**src/rtl/pau_pkg.sv**
```systemverilog
package pau_pkg;

    localparam int OP_W = 4;

    typedef enum logic [OP_W-1:0] {
        OP_STEP   = 4'd0,
        OP_JMP    = 4'd1,
        OP_CALL   = 4'd2,
        OP_RET    = 4'd3,
        OP_RETL   = 4'd4,
        OP_RETI   = 4'd5,
        OP_ACCMOV = 4'd6,
        OP_ACCADD = 4'd7,
        OP_TBLADD = 4'd8,
        OP_IRQ    = 4'd9
    } pau_op_e;

endpackage

```
**src/rtl/pau_next_pc.sv**
```systemverilog
module pau_next_pc
    import pau_pkg::*;
#(
    parameter int               OFFW    = 10,
    parameter int               DW      = 8,
    parameter logic [OFFW-1:0]  IRQ_VEC = 10'h008
) (
    input  pau_op_e             op,
    input  logic [OFFW:0]       pc_q,
    input  logic                page_q,
    input  logic [OFFW-1:0]     imm,
    input  logic [DW-1:0]       acc,
    input  logic [OFFW:0]       tos,
    output logic [OFFW:0]       pc_d,
    output logic                push,
    output logic                pop,
    output logic [OFFW:0]       push_val,
    output logic                save,
    output logic                restore
);

    localparam int HIW = OFFW - DW;

    logic [DW-1:0]   low_sum;
    logic [OFFW-1:0] off_inc;

    always_comb begin
        low_sum  = pc_q[DW-1:0] + acc;
        off_inc  = pc_q[OFFW-1:0] + 1'b1;
        pc_d     = {pc_q[OFFW], off_inc};
        push     = 1'b0;
        pop      = 1'b0;
        push_val = {pc_q[OFFW], off_inc};
        save     = 1'b0;
        restore  = 1'b0;
        case (op)
            OP_JMP: begin
                pc_d = {page_q, imm};
            end
            OP_CALL: begin
                push = 1'b1;
                pc_d = {page_q, imm};
            end
            OP_RET, OP_RETL: begin
                pop  = 1'b1;
                pc_d = tos;
            end
            OP_RETI: begin
                pop     = 1'b1;
                restore = 1'b1;
                pc_d    = tos;
            end
            OP_ACCMOV: begin
                pc_d = {pc_q[OFFW], {HIW{1'b0}}, acc};
            end
            OP_ACCADD: begin
                pc_d = {pc_q[OFFW], {HIW{1'b0}}, low_sum};
            end
            OP_TBLADD: begin
                pc_d = {pc_q[OFFW], pc_q[OFFW-1:DW], low_sum};
            end
            OP_IRQ: begin
                push     = 1'b1;
                push_val = pc_q;
                save     = 1'b1;
                pc_d     = {1'b0, IRQ_VEC};
            end
            default: begin
                pc_d = {pc_q[OFFW], off_inc};
            end
        endcase
    end

endmodule

```
**src/rtl/pau_ret_stack.sv**
```systemverilog
module pau_ret_stack #(
    parameter int AW    = 11,
    parameter int DEPTH = 16
) (
    input  logic                       clk,
    input  logic                       rst_n,
    input  logic                       push,
    input  logic                       pop,
    input  logic [AW-1:0]              push_val,
    output logic [AW-1:0]              tos,
    output logic [$clog2(DEPTH)-1:0]   sp
);

    localparam int PW = $clog2(DEPTH);

    typedef struct packed {
        logic [PW-1:0]              sp;
        logic [DEPTH-1:0][AW-1:0]   slots;
    } stk_t;

    stk_t          st_d, st_q;
    logic [PW-1:0] below;

    always_comb begin
        below = st_q.sp - 1'b1;
        st_d  = st_q;
        if (push) begin
            st_d.slots[st_q.sp] = push_val;
            st_d.sp             = st_q.sp + 1'b1;
        end else if (pop) begin
            st_d.sp = below;
        end
    end

    always_ff @(posedge clk or negedge rst_n) begin
        if (!rst_n) begin
            st_q <= '0;
        end else begin
            st_q <= st_d;
        end
    end

    assign tos = st_q.slots[below];
    assign sp  = st_q.sp;

endmodule

```
**src/rtl/pau_irq_shadow.sv**
```systemverilog
module pau_irq_shadow #(
    parameter int DW = 8
) (
    input  logic          clk,
    input  logic          rst_n,
    input  logic          save,
    input  logic [DW-1:0] acc_in,
    input  logic [DW-1:0] stat_in,
    input  logic          page_in,
    output logic [DW-1:0] acc_out,
    output logic [DW-1:0] stat_out,
    output logic          page_out
);

    typedef struct packed {
        logic [DW-1:0] acc;
        logic [DW-1:0] stat;
        logic          page;
    } shadow_t;

    shadow_t sh_d, sh_q;

    always_comb begin
        sh_d = sh_q;
        if (save) begin
            sh_d.acc  = acc_in;
            sh_d.stat = stat_in;
            sh_d.page = page_in;
        end
    end

    always_ff @(posedge clk or negedge rst_n) begin
        if (!rst_n) begin
            sh_q <= '0;
        end else begin
            sh_q <= sh_d;
        end
    end

    assign acc_out  = sh_q.acc;
    assign stat_out = sh_q.stat;
    assign page_out = sh_q.page;

endmodule

```
**src/rtl/prog_addr_unit.sv**
```systemverilog
module prog_addr_unit
    import pau_pkg::*;
#(
    parameter int               OFFW    = 10,
    parameter int               DW      = 8,
    parameter int               DEPTH   = 16,
    parameter logic [OFFW-1:0]  IRQ_VEC = 10'h008
) (
    input  logic            clk,
    input  logic            rst_n,
    input  logic [3:0]      op,
    input  logic [OFFW-1:0] imm,
    input  logic [DW-1:0]   acc,
    input  logic [DW-1:0]   status,
    input  logic            page_we,
    input  logic            page_in,
    output logic [OFFW:0]   pc_addr,
    output logic            restore_en,
    output logic [DW-1:0]   restore_acc,
    output logic [DW-1:0]   restore_stat
);

    localparam int AW = OFFW + 1;
    localparam int PW = $clog2(DEPTH);

    typedef struct packed {
        logic [AW-1:0] pc;
        logic          page;
    } core_t;

    core_t         core_d, core_q;
    pau_op_e       op_dec;
    logic [AW-1:0] pc_next;
    logic          stk_push, stk_pop, sh_save, sh_restore, sh_page;
    logic [AW-1:0] stk_push_val, stk_tos;
    logic [PW-1:0] stk_sp;
    logic          page_q;

    assign op_dec = pau_op_e'(op);
    assign page_q = core_q.page;

    pau_next_pc #(
        .OFFW    (OFFW),
        .DW      (DW),
        .IRQ_VEC (IRQ_VEC)
    ) u_next (
        .op       (op_dec),
        .pc_q     (core_q.pc),
        .page_q   (core_q.page),
        .imm      (imm),
        .acc      (acc),
        .tos      (stk_tos),
        .pc_d     (pc_next),
        .push     (stk_push),
        .pop      (stk_pop),
        .push_val (stk_push_val),
        .save     (sh_save),
        .restore  (sh_restore)
    );

    pau_ret_stack #(
        .AW    (AW),
        .DEPTH (DEPTH)
    ) u_stack (
        .clk      (clk),
        .rst_n    (rst_n),
        .push     (stk_push),
        .pop      (stk_pop),
        .push_val (stk_push_val),
        .tos      (stk_tos),
        .sp       (stk_sp)
    );

    pau_irq_shadow #(
        .DW (DW)
    ) u_shadow (
        .clk      (clk),
        .rst_n    (rst_n),
        .save     (sh_save),
        .acc_in   (acc),
        .stat_in  (status),
        .page_in  (core_q.page),
        .acc_out  (restore_acc),
        .stat_out (restore_stat),
        .page_out (sh_page)
    );

    always_comb begin
        core_d    = core_q;
        core_d.pc = pc_next;
        if (sh_save) begin
            core_d.page = 1'b0;
        end else if (sh_restore) begin
            core_d.page = sh_page;
        end else if (page_we) begin
            core_d.page = page_in;
        end
    end

    always_ff @(posedge clk or negedge rst_n) begin
        if (!rst_n) begin
            core_q <= '0;
        end else begin
            core_q <= core_d;
        end
    end

    assign pc_addr    = core_q.pc;
    assign restore_en = sh_restore;

endmodule

```
**config.mk**
```make
export PLATFORM = sky130hd
export DESIGN_NAME = prog_addr_unit
export DESIGN_NICKNAME = d
export VERILOG_FILES = /design/src/rtl/pau_pkg.sv /design/src/rtl/pau_next_pc.sv /design/src/rtl/pau_ret_stack.sv /design/src/rtl/pau_irq_shadow.sv /design/src/rtl/prog_addr_unit.sv
export SDC_FILE = /design/constraint.sdc
export NUM_CORES = 1
export LEC_CHECK = 0
export ABC_CLOCK_PERIOD_IN_PS = 7100
export BUFFER_PORTS_ARGS = -buffer_cell sky130_fd_sc_hd__buf_2
export CORE_UTILIZATION = 50
export DETAILED_ROUTE_END_ITERATION = 8
export PLACE_DENSITY = 0.68
export SYNTH_ARGS = -nofsm -noshare
export SYNTH_HDL_FRONTEND = slang
export SYNTH_SLANG_ARGS = --single-unit
export TNS_END_PERCENT = 5
```
**constraint.sdc**
```tcl
create_clock -name clk -period 7.1 [get_ports clk]
set_input_delay 2.13 -clock clk [delete_from_list [all_inputs] [get_ports clk]]
set_output_delay 2.13 -clock clk [all_outputs]
set_load 0.02 [all_outputs]
```
== Word-level counts from Yosys, hierarchy flattened ==
Cells that the tools add are included.
Storage, ports and cells
  output and inout bits: 28
  word-level logic and storage cells: 67
  bits of input ports: 34
  bits in registers: 209
Operators by class
  equality and inequality tests: 9
  bitwise logic cells: 3
  order comparisons: 3
  add/subtract/negate cells: 4
  mux-type cells: 16
  reductions and logical operators: 8
Operator list (count)
  176-bit bitwise mux: 1
  11-bit one-hot mux with 6 select lines: 1
  11-bit binary-select mux with 4-bit select: 1
  11-bit demux with 4-bit select: 1
  11-bit 2-to-1 mux: 2
  4-bit by 3-bit equality test with 1-bit output, second input constant: 4
  10-bit by 1-bit adder with 10-bit output, second input constant: 1
  4-bit by 5-bit less-than comparator with 1-bit output, second input constant: 2
  10-bit 2-to-1 mux: 1
  8-bit adder: 1
  4-bit by 2-bit equality test with 1-bit output, second input constant: 2
  4-bit equality test, second input constant: 2
  4-bit 2-to-1 mux: 2
  1-bit 2-to-1 mux: 7
  3-bit nonzero test: 2
  4-bit by 1-bit adder with 4-bit output, second input constant: 1
  4-bit by 1-bit equality test with 1-bit output, second input constant: 1
  4-bit by 1-bit >= comparator with 1-bit output, second input constant: 1
  4-bit AND reduction: 1
  2-bit OR reduction: 2
  4-bit by 1-bit subtractor with 4-bit output, second input constant: 1
  1-bit NOT: 3
  3-bit OR reduction: 1
  2-bit nonzero test: 1
  1-bit logical AND: 1

== Logic depth before layout (Yosys ltp) ==
Gate-level depths: netlist of run 1.
  depth after elaboration: 5
  depth in mapped cells: 11
  depth with buffers taken out: 7

== Hierarchy ==
Synthesis of run 1 repeated with hierarchy kept, for this count alone.
Unflattened totals
  cell total of the unflattened synthesis: 796
  area, all modules: 10794.1 µm²
By module, submodules not included
  pau_ret_stack: seq. area each 4504.3 µm², cells each 549, area each 8480.6 µm², times used 1
  pau_next_pc: seq. area each 0.0 µm², cells each 195, area each 1295.0 µm², times used 1
  pau_irq_shadow: seq. area each 425.4 µm², cells each 36, area each 685.7 µm², times used 1
  prog_addr_unit: seq. area each 300.3 µm², cells each 16, area each 332.8 µm², times used 1

== Least setup slack after synthesis of run 1 ==
OpenSTA, ideal clock, no wires.
  kind: in2out
  start: in op[1]
  end: out restore_en
  data arrival time: 2.967 ns
  required time: 4.970 ns
  path buffers: 2
  cell stages on the path: 4
  path slack: 2.003 ns
  cell sequence: buf_2 > clkbuf_1 > nor3b_1 > and2_1
On the way
  longest elaborated chain between the ends: 2
RTL lines
  start, declared: RTL line prog_addr_unit.sv:11  | input logic [3:0] op,
  4-bit by 3-bit equality test with 1-bit output: RTL line pau_next_pc.sv:36  | case (op)
  1-bit 2-to-1 mux: RTL line pau_next_pc.sv:36
  end, declared: RTL line prog_addr_unit.sv:18  | output logic restore_en,
No other way between the ends.

== Worst setup path in the final report of run 1 ==
  start: in op[0]
  end: out restore_en
Same word-level chain as after synthesis.

==> results of run 1 <==
## cell families (layout without fill, tap and decap cells)
family	after synthesis	in the layout	synth area share (%)
AND/OR/NAND/NOR	322	322	14.3
AO/OA/AOI/OAI	231	231	12.5
flip-flops	209	209	50.3
buffers and inverters	88	130	4.66
multiplexers	86	86	14.0
XOR/XNOR	28	28	2.36
adder cells (fa/ha/maj)	16	16	1.95
## Yosys cell counts (all sizes together), types with 2 or more instances
cell type and count:
nor2b 4, or2 2, ha 13, o32a 4, dfrtp 209, mux2 33, or3b 2, and2 6
inv 14, nand2 177, a211oi 2, a221o 2, nand3 41, a21oi 61, o22a 2, o22ai 4
buf 47, maj3 2, o21ai 129, a31oi 3, a221oi 3, nor4 3, o211ai 3, nor3 7
xnor2 17, a22oi 2, a21o 3, o221ai 2, nor2 60, clkbuf 27, and3 6, mux2i 9
mux4 44, nand3b 2, xor2 11, nand2b 7, a2bb2oi 3
## cell type report
cell class                      instances  share of cell area (%)
Sequential cell                       209                    44.8
Clock buffer                           28                    5.52
Clock inverter                         16                    2.24
Tap cell                              270                    2.89
Timing Repair Buffer                   72                    3.50
Inverter                               14                   0.450
Multi-Input combinational cell        683                    40.6
## worst register-to-register path, stage by stage, from the launching register on
cell	delay, ns
dfrtp_4	0.71
inv_1	0.22
ha_2	0.64
buf_4	0.50
mux4_2	0.41
mux2i_1	0.30
o22ai_1	0.16
o32a_1	0.34
## per-layer routing
metal  wire length, µm  vias to the layer above  GRT usage, %
met3              1320                       53          3.62
met5                 0                        -             0
met1             10900                     3601          33.4
met2             11800                      211          39.1
met4               749                        0          7.92
li1                  -                     3489             -
## how the worst max path moves through the flow
stage | startpoint | to | slack (ns) | cells past startpoint
CTS | op[0] | restore_en | 1.87 | 4
detailed placement | op[0] | restore_en | 1.87 | 4
global placement | op[0] | restore_en | 1.87 | 4
floorplan | op[1] | restore_en | 2.00 | 4
global route | op[0] | restore_en | 1.73 | 4
finish | op[0] | restore_en | 1.87 | 4
## power groups by stage
stage	sequential, W	clock, W	combinational (W)
2_1_floorplan	0.00185	0	0.00136
3_3_place_gp	0.00193	0	0.00180
3_5_place_dp	0.00195	0	0.00184
4_1_cts	0.00194	0.00142	0.00185
5_1_grt	0.00200	0.00146	0.00202
6_report	0.00194	0.00139	0.00185
## through the flow
step	util, %	instance area (µm²)	power (W)	cells	worst slack, ns
after floorplan	-	10400	0.00321	980	2.00
after global placement	53.1	10800	0.00373	1248	1.87
after detailed placement	53.1	10800	0.00379	1248	1.87
after CTS	57.6	11700	0.00520	1292	1.87
after global routing	57.6	11700	0.00548	1292	1.73
final	57.6	11700	0.00518	1292	1.87
## flip-flops by register name, summed over array words and instances, names as in the netlist
| register | flops |
|---|---|
| u_shadow.acc_out | 8 |
| u_stack.st_q | 176 |
| u_shadow.page_out | 1 |
| u_shadow.stat_out | 8 |
| page_q | 1 |
| u_stack.sp | 4 |
| pc_addr | 11 |
## layout by cell type (no fill, tap or decap), types with 12 or more instances in the layout
master / instances
mux2_2: 31
ha_1: 12
mux4_2: 44
nor2_1: 60
o21ai_1: 18
dfrtp_1: 208
inv_1: 14
a21oi_1: 58
nand2_1: 176
clkbuf_16: 24
buf_2: 60
o21ai_0: 111
nand3_1: 35
==> run_results.csv, run 1 <==
group,metric,value,unit
outcome,status,"finished, final reports clean",
logic_synthesis,syn_area,0.0104,mm²
clocking,h-tree-depth,1,
clocking,cts_tree,"done",
route,vias_per_cell,5.69,
cells_and_area,drive_gt1_share,21.1,%
floorplan,row_count,52,
grt,grt_pass1_vias,7269,
logic_synthesis,synth_ff_type,"dfrtp_1",
power,internal_power,0.00326,W
grt,grt_max_degree,109,
logic_synthesis,ys_warn_count,0,
worst_setup_path,path_cells,"buf_2 -> nor3b_1 -> and2_1 -> buf_2",
grt,antenna_found_initial,0,
worst_setup_path,reg2reg_depth,7,
floorplan,io_pins,62,
timing,clock.fmax,0.191,GHz
timing,period_share,73.6,%
timing,slew_headroom,28.3,%
cells_and_area,nFillCells,1749,
min_path,worstHoldPathCells,2,
cells_and_area,seqCellArea,0.00523,mm²
timing,holdWs,0.473,ns
place,place_congestion,0.860,
floorplan,die_h,146,µm
route,dr.pass1.iters,6,
floorplan,die_area,0.0214,mm²
floorplan,start_util,51.2,%
power,power_frac_comb,35.6,%
route,ant_nets,0,
cells_and_area,multi_input_area,0.00475,mm²
job,max-cap-violations,0,
clocking,clkLatencyLatePin,0.53,ns
route,wire_per_inst,19.2,µm
timing,fin_skew,0.0189,ns
logic_synthesis,synth.distinct_cells,66,
place,hpwl,15900,µm
timing,period_needed,5.23,ns
logic_synthesis,synthTopCellsByArea,"dfrtp_1, mux4_2, nand2_1",
grt,grt_pass1_wl,40200,µm
min_path,min_to,"u_stack.st_q[18]",
worst_setup_path,max_stage_delay,0.32,ns
clocking,post_cts_buffers,0,
worst_setup_path,cp_max_fo,24,
worst_setup_path,critPathRequiredTime,4.97,ns
logic_synthesis,ys_async_sr_fraction,100,%
worst_setup_path,end_kind,"output pin",
floorplan,dieWidth,146,µm
logic_synthesis,syn_inst,980,
clocking,cts_resized,0,
worst_setup_path,path_common_cell,"buf_2",
timing,slew_viol_final,0,
route,remaining_drc_errors,0,
power,power_leakage,5.20,nW
power,switching_share,37.1,%
logic_synthesis,synth-seq-area-share,50.3,%
min_path,min_from,"u_stack.st_q[18]",
place,io_buffers,61,
min_path,min_path_type,"reg2reg",
clocking,clock_sinks,209,
cells_and_area,nNetsFinal,1052,
worst_setup_path,rrSetupSlack,3.70,ns
power,vdd_drop_max,0.262,mV
worst_setup_path,critPathLaunchType,"input pin",
power,power_density,443,mW/mm²
cells_and_area,diodes,0,
timing,finalSetupTns,0,ns
worst_setup_path,path_delay_family,"buffers and inverters",
clocking,max-clock-path-buffers,3,
timing,rsz0062_at_grt,"no",
floorplan,core-area,0.0203,mm²
logic_synthesis,ys_ff_latch,209,
power,p_switching,0.00192,W
clocking,clkTransAtPathRegs,0.06,ns
grt,track_usage,24.1,%
cells_and_area,area_growth,12.4,%
logic_synthesis,yosysTopAreaCell,"dfrtp_1",
logic_synthesis,synth_top_area_share,50.3,%
timing,tightest_slew,1.07,ns
timing,setup_violations,0,
worst_setup_path,crit_arrival,3.10,ns
timing,hold_violations,0,
logic_synthesis,avgSynthCellArea,10.6,µm²
worst_setup_path,crit_type,"in2out",
route,drt_iter0_markers,480,
power,p_clk_share,26.9,%
grt,grt_overflow,0,
worst_setup_path,reg2reg_from,"u_stack.sp[0]",
route,vias,7354,
logic_synthesis,syn_nets,1028,
worst_setup_path,slowest_stage,"buf_2",
clocking,cts_root_buf,"clkbuf_16",
clocking,hold_buffers,0,
logic_synthesis,synth-edff-count,0,
worst_setup_path,worst-path-buf-inv,2,
worst_setup_path,rr_endpoint,"pc_addr[7]",
route,wirelength,24700,µm
power,seq_power_share,37.4,%
clocking,numCtsBuffers,24,
(Power assumes the default switching activity.)
==> run 2, diff against run 1 <==
- ABC_CLOCK_PERIOD_IN_PS: 7100 -> 4200
- PLACE_DENSITY: 0.68 -> 0.7
- clock period: 7.1 -> 4.2 ns (I/O delays scaled with it)
==> run 2 against run 1 <==
Against the previous run:
- clock skew is essentially flat
- via count rose by 2.0%
- register-to-register slack got worse by 2.5 ns
- routed wire length grew 1.0%
- sequential cell count stayed put
- design area rose by 0.12%
- worst hold slack improved by 0.0030 ns
- utilization rose by 0.068 points
==> run_results.csv, run 2 (synthesized netlist as in run 1, its figures left out) <==
group,metric,value,unit
route,remaining_drc_errors,0,
floorplan,row_count,52,
timing,setup_violations,0,
cells_and_area,largest_reg_flops,176,
power,power_density,732,mW/mm²
floorplan,io_pins,62,
floorplan,die_area,0.0214,mm²
power,vdd_drop_max,0.454,mV
place,dp_slack,0.703,ns
clocking,numCtsBuffers,23,
cells_and_area,drive_gt1_share,22.0,%
job,max-cap-violations,0,
clocking,clock_sinks,209,
clocking,h-tree-depth,1,
clocking,max-clock-path-buffers,3,
timing,slew_viol_final,0,
timing,holdWs,0.476,ns
cells_and_area,diodes,0,
worst_setup_path,crit_type,"in2out",
clocking,clkLatencyLatePin,0.52,ns
clocking,cts_tree,"done",
power,total_power,0.00856,W
worst_setup_path,critPathLaunchType,"input pin",
clocking,hold_buffers,0,
timing,clock.fmax,0.285,GHz
min_path,min_path_type,"reg2reg",
grt,grt_max_degree,95,
timing,finalSetupTns,0,ns
grt,antenna_found_initial,0,
timing,rsz0062_at_grt,"no",
timing,period_share,83.4,%
worst_setup_path,cp_max_fo,24,
clocking,clkTransAtPathRegs,0.06,ns
timing,hold_violations,0,
cells_and_area,final_cell_mix,"dfrtp_1, nand2_1, o21ai_0",
route,vias,7500,
place,io_buffers,61,
timing,worst_slack,0.696,ns
grt,track_usage,24.6,%
cells_and_area,final_common_cell,"dfrtp_1",
clocking,cts_root_buf,"clkbuf_16",
grt,grt_overflow,0,
floorplan,dieWidth,146,µm
cells_and_area,area_growth,12.5,%
route,wire_per_inst,19.0,µm
floorplan,die_h,146,µm
power,power_leakage,5.23,nW
place,place_congestion,0.897,
route,vias_per_cell,5.70,
worst_setup_path,crit_arrival,2.24,ns
timing,period_needed,3.50,ns
place,hpwl,16700,µm
timing,slew_headroom,47.6,%
cells_and_area,fin_cells,1315,
clocking,cts_resized,0,
worst_setup_path,critPathRequiredTime,2.94,ns
cells_and_area,nFillCells,1678,
grt,grt_pass1_wl,41500,µm
timing,tightest_slew,0.785,ns
route,drt_iter0_markers,563,
cells_and_area,regMostFlops,"u_stack.st_q",
route,dr.pass1.iters,5,
route,wirelength,25000,µm
route,ant_nets,0,
grt,grt_pass1_vias,7672,
clocking,post_cts_buffers,0,
place,dp.cells,1274,
floorplan,start_util,51.2,%
outcome,status,"finished, final reports clean",
timing,fin_skew,0.0184,ns
floorplan,core-area,0.0203,mm²
cells_and_area,nNetsFinal,1077,
worst_setup_path,end_kind,"output pin",
run 2: cell types whose count changed in the layout (fill, tap and decap cells not counted), sizes merged:
cell,before,now
buf,71,97
bufinv,6,4
clkinv,7,5
clkinvlp,2,3
run 2: worst max-delay path, cell delays in order:
cell	delay (ns)
buf_2	0.33
nor3b_1	0.28
and2_1	0.20
buf_2	0.17
run 2: per-layer routing:
layer	vias to the layer above	GRT usage, %	wire [µm]
met4	0	7.60	635
met5	-	0	0
met2	224	40.6	12000
met1	3686	33.8	10900
met3	41	3.78	1440
li1	3549	-	-
run 2: path summary, 6_finish.rpt:
kind,from,endpoint,slack [ns],depth (start not counted)
worst max-delay path,op[0],restore_en,0.70,4
worst min-delay path,u_stack.st_q[19],u_stack.st_q[19],0.48,2
worst max register to register,u_stack.sp[0],pc_addr[7],1.18,7
worst min register to register,u_stack.st_q[19],u_stack.st_q[19],0.48,2
max in group asynchronous,rst_n,u_stack.st_q[145],2.51,2
min in group asynchronous,rst_n,u_stack.st_q[32],0.80,1
run 2: layout make-up:
cell class	instances	area [µm²]	share of cell area [%]
timing repair buffer	98	592	5.06
clock buffer	28	614	5.25
multi-input combinational	683	4700	40.1
tap	270	338	2.89
sequential	209	5230	44.7
inverter	14	52.6	0.449
clock inverter	13	176	1.51
run 2: stage by stage:
| step | cell area [µm²] | util, % |
|---|---|---|
| after floorplan | 10400 | - |
| after CTS | 11700 | 57.7 |
| final | 11700 | 57.7 |
| after global placement | 10900 | 53.8 |
| after detailed placement | 10900 | 53.8 |
| after global routing | 11700 | 57.7 |
run 2: where the power goes:
part           switching [W]  leakage [nW]  internal (W)
Sequential          0.000539          2.74       0.00272
Clock               0.000814         0.382       0.00129
Combinational        0.00184          2.11       0.00136
Total                0.00320          5.23       0.00537
